--- src/rtl/qos_ctx_pkg.sv ---
package qos_ctx_pkg;

    localparam int MAX_QOS_PORTS = 8;
    localparam int QOS_REGS      = 5;
    localparam int QOS_FIRST_OFS = 8;
    localparam int QOS_STRIDE    = 4;
    localparam int PORT_IW       = $clog2(MAX_QOS_PORTS);
    localparam int REG_IW        = $clog2(QOS_REGS);
    localparam int SLOT_IW       = $clog2(MAX_QOS_PORTS * QOS_REGS);

    typedef enum logic [1:0] {
        ST_IDLE       = 2'd0,
        ST_SAVE_RD    = 2'd1,
        ST_RESTORE_WR = 2'd2,
        ST_FINISH     = 2'd3
    } qos_state_e;

    // Register offset within a port: priority, mode, bandwidth,
    // saturation, extended control at 0x08..0x18.
    function automatic logic [7:0] qos_reg_offset(input logic [REG_IW-1:0] r);
        return 8'(QOS_FIRST_OFS + QOS_STRIDE * int'(r));
    endfunction

endpackage

--- src/rtl/qos_ctx_walker.sv ---
module qos_ctx_walker
    import qos_ctx_pkg::*;
#(
    parameter int NUM_PORTS = 3
) (
    input  logic               clk,
    input  logic               rst_n,
    input  logic               clear,
    input  logic               step,
    output logic [PORT_IW-1:0] port_idx,
    output logic [REG_IW-1:0]  reg_idx,
    output logic               last
);

    logic [PORT_IW-1:0] port_q;
    logic [REG_IW-1:0]  reg_q;
    logic               reg_wrap;

    assign reg_wrap = (reg_q == REG_IW'(QOS_REGS - 1));

    always_ff @(posedge clk) begin
        if (!rst_n || clear) begin
            port_q <= '0;
            reg_q  <= '0;
        end else if (step) begin
            if (reg_wrap) begin
                reg_q  <= '0;
                port_q <= port_q + 1'b1;
            end else begin
                reg_q <= reg_q + 1'b1;
            end
        end
    end

    assign port_idx = port_q;
    assign reg_idx  = reg_q;
    assign last     = reg_wrap && (int'(port_q) == NUM_PORTS - 1);

endmodule

--- src/rtl/qos_ctx_store.sv ---
module qos_ctx_store
    import qos_ctx_pkg::*;
#(
    parameter int DW = 32
) (
    input  logic               clk,
    input  logic               rst_n,
    input  logic               wr_en,
    input  logic [SLOT_IW-1:0] slot,
    input  logic [DW-1:0]      wdata,
    output logic [DW-1:0]      rdata
);

    localparam int DEPTH = MAX_QOS_PORTS * QOS_REGS;

    logic [DW-1:0] ctx_mem [DEPTH];

    always_ff @(posedge clk) begin
        if (!rst_n) begin
            for (int i = 0; i < DEPTH; i++) ctx_mem[i] <= '0;
        end else if (wr_en) begin
            ctx_mem[slot] <= wdata;
        end
    end

    assign rdata = ctx_mem[slot];

endmodule

--- src/rtl/qos_ctx_engine.sv ---
module qos_ctx_engine
    import qos_ctx_pkg::*;
#(
    parameter int AW        = 32,
    parameter int DW        = 32,
    parameter int NUM_PORTS = 3,
    parameter logic [MAX_QOS_PORTS-1:0][AW-1:0] PORT_BASE = {
        32'h0000_7000, 32'h0000_6000, 32'h0000_5000, 32'h0000_4000,
        32'h0000_3000, 32'h0000_2000, 32'h0000_1000, 32'h0000_0000}
) (
    input  logic          clk,
    input  logic          rst_n,
    input  logic          save_go,
    input  logic          restore_go,
    output logic          done,
    output logic [AW-1:0] bus_addr,
    output logic [DW-1:0] bus_wdata,
    input  logic [DW-1:0] bus_rdata,
    output logic          bus_wr,
    output logic          bus_rd,
    input  logic          bus_ready
);

    localparam bit HAS_PORTS = (NUM_PORTS > 0);

    qos_state_e state_q, state_d;

    logic [PORT_IW-1:0] port_idx;
    logic [REG_IW-1:0]  reg_idx;
    logic               last_acc;
    logic               in_access;
    logic               handshake;
    logic [SLOT_IW-1:0] slot;
    logic [DW-1:0]      held_val;
    logic [AW-1:0]      acc_addr;

    assign in_access = (state_q == ST_SAVE_RD) || (state_q == ST_RESTORE_WR);
    assign handshake = in_access && bus_ready;
    assign slot      = SLOT_IW'(port_idx) * SLOT_IW'(QOS_REGS) + SLOT_IW'(reg_idx);
    assign acc_addr  = PORT_BASE[port_idx] + AW'(qos_reg_offset(reg_idx));

    qos_ctx_walker #(.NUM_PORTS(NUM_PORTS)) u_walker (
        .clk      (clk),
        .rst_n    (rst_n),
        .clear    (state_q == ST_IDLE),
        .step     (handshake),
        .port_idx (port_idx),
        .reg_idx  (reg_idx),
        .last     (last_acc)
    );

    qos_ctx_store #(.DW(DW)) u_store (
        .clk   (clk),
        .rst_n (rst_n),
        .wr_en (state_q == ST_SAVE_RD && bus_ready),
        .slot  (slot),
        .wdata (bus_rdata),
        .rdata (held_val)
    );

    // Next-state logic
    always_comb begin
        state_d = state_q;
        unique case (state_q)
            ST_IDLE: begin
                if (save_go)
                    state_d = HAS_PORTS ? ST_SAVE_RD : ST_FINISH;
                else if (restore_go)
                    state_d = HAS_PORTS ? ST_RESTORE_WR : ST_FINISH;
            end
            ST_SAVE_RD, ST_RESTORE_WR: begin
                if (bus_ready && last_acc) state_d = ST_FINISH;
            end
            ST_FINISH: state_d = ST_IDLE;
            default:   state_d = ST_IDLE;
        endcase
    end

    // State register
    always_ff @(posedge clk) begin
        if (!rst_n) state_q <= ST_IDLE;
        else        state_q <= state_d;
    end

    // Outputs
    always_comb begin
        done      = 1'b0;
        bus_rd    = 1'b0;
        bus_wr    = 1'b0;
        bus_addr  = '0;
        bus_wdata = '0;
        unique case (state_q)
            ST_IDLE: ;
            ST_SAVE_RD: begin
                bus_rd   = 1'b1;
                bus_addr = acc_addr;
            end
            ST_RESTORE_WR: begin
                bus_wr    = 1'b1;
                bus_addr  = acc_addr;
                bus_wdata = held_val;
            end
            ST_FINISH: done = 1'b1;
            default: ;
        endcase
    end

endmodule

--- config.mk ---
export PLATFORM = sky130hd
export DESIGN_NAME = qos_ctx_engine
export DESIGN_NICKNAME = d
export VERILOG_FILES = /design/src/rtl/qos_ctx_pkg.sv /design/src/rtl/qos_ctx_walker.sv /design/src/rtl/qos_ctx_store.sv /design/src/rtl/qos_ctx_engine.sv
export SDC_FILE = /design/constraint.sdc
export NUM_CORES = 2
export LEC_CHECK = 0
export BUFFER_PORTS_ARGS = -buffer_cell sky130_fd_sc_hd__buf_2
export CAP_MARGIN = 20
export CORE_MARGIN = 5
export CORE_UTILIZATION = 35
export DETAILED_ROUTE_END_ITERATION = 10
export HOLD_SLACK_MARGIN = 0.1
export PLACE_DENSITY_LB_ADDON = 0.25
export SYNTH_ARGS = -nofsm -noshare
export SYNTH_HDL_FRONTEND = slang
export SYNTH_SLANG_ARGS = --single-unit
--- constraint.sdc ---
create_clock -name clk -period 10.53 [get_ports clk]
set_input_delay 2.106 -clock clk [delete_from_list [all_inputs] [get_ports clk]]
set_output_delay 2.106 -clock clk [all_outputs]
set_load 0.005 [all_outputs]
==> metrics.csv <==
stage;metric;value;unit
global_routing;antenna_found_initial;33;
routing;drt-initial-drc-count;8779;
global_routing;use_met2;0.376;
yosys;synth_common_cells;2,048 x edfxtp_1, 1,290 x and2_1, 306 x clkbuf_1;
cts;clock_latency;0.87;ns
floorplan;num_rows;185;
yosys;synthAdderAreaFrac;0.00273;
cts;clock_path_buffers;3;
floorplan;die_w;516;um
status;outcome;finished clean;
yosys;yosys_warnings;0;
layout;stdcell_count;9462;
sta;max_slew_margin;0.106;
cts;cts_buffers;211;
yosys;yosys.area_share.simple;0.111;
yosys;synth_cells;5924;
cts;numClockSinks;2059;
routing;wl;335000;um
sta;maxSlewViolCount;0;
sta;rsz0062_at_grt;no;
layout;layout-drive-gt1-share;0.185;
cts;cts_tree;yes;
global_routing;overflow;0;
power_and_ir_drop;power_leakage;33.0;nW
cts;postCtsHoldBufs;0;
power_and_ir_drop;power_density;182;nW/um^2
global_routing;grt_usage;0.244;
power_and_ir_drop;vdd_drop_max;0.201;mV
sta;finalCritPeriodShare;0.845;
sta;fmax;112;MHz
yosys;synthTopCellsByArea;edfxtp_1 69%, and2_1 9.0%, mux4_2 3.4%;
floorplan;start_util;0.352;
cts;clkTransAtPathRegs;0.06;ns
routing;dr.pass1.iters;8;
layout;multi_input_area;25800;sq um
critical_path;cpMaxStageDelayCell;fa_4;
sta;tightestPinTransition;1.34;ns
cts;htreeDepth;4;
critical_path;max_stage_delay;1.21;ns
cts;cts_resized;0;
global_routing;gr-usage-met3;0.0617;
critical_path;startpoint_type;flip-flop;
yosys;yosysTopAreaCell;edfxtp_1;
placed_design;dpl.hpwl;190000;um
placed_design;dp_cells;9060;
sta;finalHoldViolations;0;
yosys;syn-cell-area;89700;sq um
global_routing;grt_first_pass_wirelength;455000;um
yosys;yosysMostFrequentCell;edfxtp_1;
yosys;synth-xor-area-share;0.000879;
critical_path;end_kind;primary output;
yosys;muxShareOfSynthArea;0.0864;
yosys;ys_types;93;
cts;cts_root_buffer;clkbuf_16;
worst_hold_path;worstHoldPathType;reg -> reg;
floorplan;die_area;266000;sq um
sta;period_needed;8.89;ns
layout;fill_cells;23400;
sta;finalSetupViolCount;0;
sta;hold_ws;0.576;ns
cts;cts_setup_buffers;0;
critical_path;path_cells;ha_1, ha_1, fa_4, or2b_2, buf_4, o22ai_1, nand2_1, a211oi_1, a211oi_1, a21boi_0, buf_2;
yosys;ys.flop_type;edfxtp_1;
job;max_cap_viol_count;0;
global_routing;met1_usage;0.327;
routing;route.vias.total;55900;
routing;wl_per_cell;35.4;um
layout;nNetsFinal;5967;
yosys;avgSynthCellArea;15.1;sq um
routing;viasPerCell;5.91;
routing;postRouteAntennaNets;0;
global_routing;grt_pass1_vias;53800;
critical_path;worstSetupPathType;reg -> out;
critical_path;cp_data_arrival_time;6.79;ns
yosys;ys_seq_area_frac;0.688;
floorplan;core;255000;sq um
layout;synthToLayoutAreaGrowth;12.4;%
yosys;synth-compound-area-share;0.0747;
global_routing;grt-busiest-layer;met2;
critical_path;cp_max_fo;34;
routing;drcViolationCount;0;
placed_design;gp_congestion;0.915;
yosys;ys_async_sr_fraction;0;
yosys;synth_top_family_by_area;simple AND/OR/NAND/NOR gates;
sta;setup_tns;0;ns
global_routing;grt_max_degree;99;
yosys;ys_ff_latch;2059;
sta;skew;0.0743;ns
floorplan;io_pins;104;
sta;setup_ws;1.64;ns
yosys;synth_top_area_share;0.686;
floorplan;die_y;516;um
placed_design;io_buffers;78;
critical_path;critPathRequiredTime;8.42;ns
layout;seq_area;61700;sq um
yosys;synth_edf_count;2048;
placed_design;place_ws;2.81;ns
[worst paths after layout]
path / slack [ns] / cells past startpoint / to / from
setup / recovery: 1.64 / 11 / bus_wdata[14] / u_walker.port_idx[0]
hold / removal: 0.58 / 2 / u_walker.reg_idx[1] / u_walker.reg_idx[1]
setup reg to reg: 4.40 / 10 / u_store.ctx_mem[29][6] / u_walker.port_idx[0]
hold reg to reg: 0.58 / 2 / u_walker.reg_idx[1] / u_walker.reg_idx[1]
[cell type report]
class                   instances  share of cell area
diodes                         21            0.000521
inverters                      12            0.000546
clock inverters               111              0.0103
repair buffers                326              0.0238
multi-input cells            3301               0.256
clock buffers                 266              0.0544
well taps                    3366              0.0418
flip-flops and latches       2059               0.612
[per-layer routing]
layer | vias up | share of wire
met5 | - | 0.00012
met1 | 29000 | 0.39
met3 | 758 | 0.11
li1 | 22500 | -
met4 | 8 | 0.053
met2 | 3708 | 0.45
[state kept, by name, summed over array words and instances (netlist names)]
| name | cells |
|---|---|
| u_store.ctx_mem | 2048 |
| acc_addr | 3 |
| u_walker.port_idx | 3 |
| u_walker.reg_idx | 3 |
| state_q | 2 |
[where the power goes]
group / total, mW / switching (mW) / internal (mW) / leakage [nW]
clock network: 7.27 / 3.27 / 4.01 / 3.18
logic: 1.77 / 1.28 / 0.493 / 10.3
registers: 9.30 / 0.0667 / 9.24 / 19.5
total: 18.3 / 4.61 / 13.7 / 33.0
[metrics by stage]
step,total power [mW],utilization,cell area (sq um)
global route,18.8,0.396,101000
finish,18.3,0.396,101000
global placement,11.2,0.369,94000
CTS,18.4,0.395,101000
detailed placement,11.2,0.370,94200
floorplan,10.3,-,89800
[cell families (layout without fill, tap and decap cells)]
logic type / count (synthesis) / after routing
other: 1 / 46
muxes: 552 / 552
DFF: 2059 / 2059
and+or+nand+nor: 1714 / 1714
AOI/OAI and AO/OA: 985 / 985
xor gates and xnor gates: 6 / 6
adders and majority gates: 19 / 19
buffers and inverters: 588 / 715
[critical path: cells and delay by family, from the launching register on]
kind | cells | cell delay [ns]
compound gates | 4 | 1.88
fa+ha+maj | 3 | 1.80
simple gates | 2 | 1.14
buf+inv | 2 | 0.59
flops | 1 | 0.47
[cell usage in the layout, fill, tap and decap left out, types with 40 or more instances in the layout]
cell type / n
mux2i_1: 170
clkinv_1: 50
o21ai_0: 124
clkbuf_16: 211
a221oi_1: 51
mux4_2: 136
o22ai_1: 276
nand2_1: 144
a21oi_1: 140
edfxtp_1: 2048
nor2_1: 93
buf_4: 234
mux2_2: 228
buf_2: 79
and2_1: 1290
clkbuf_1: 55
a211oi_1: 41
o21ai_4: 40
o221ai_1: 133
(Power assumes the default switching activity.)
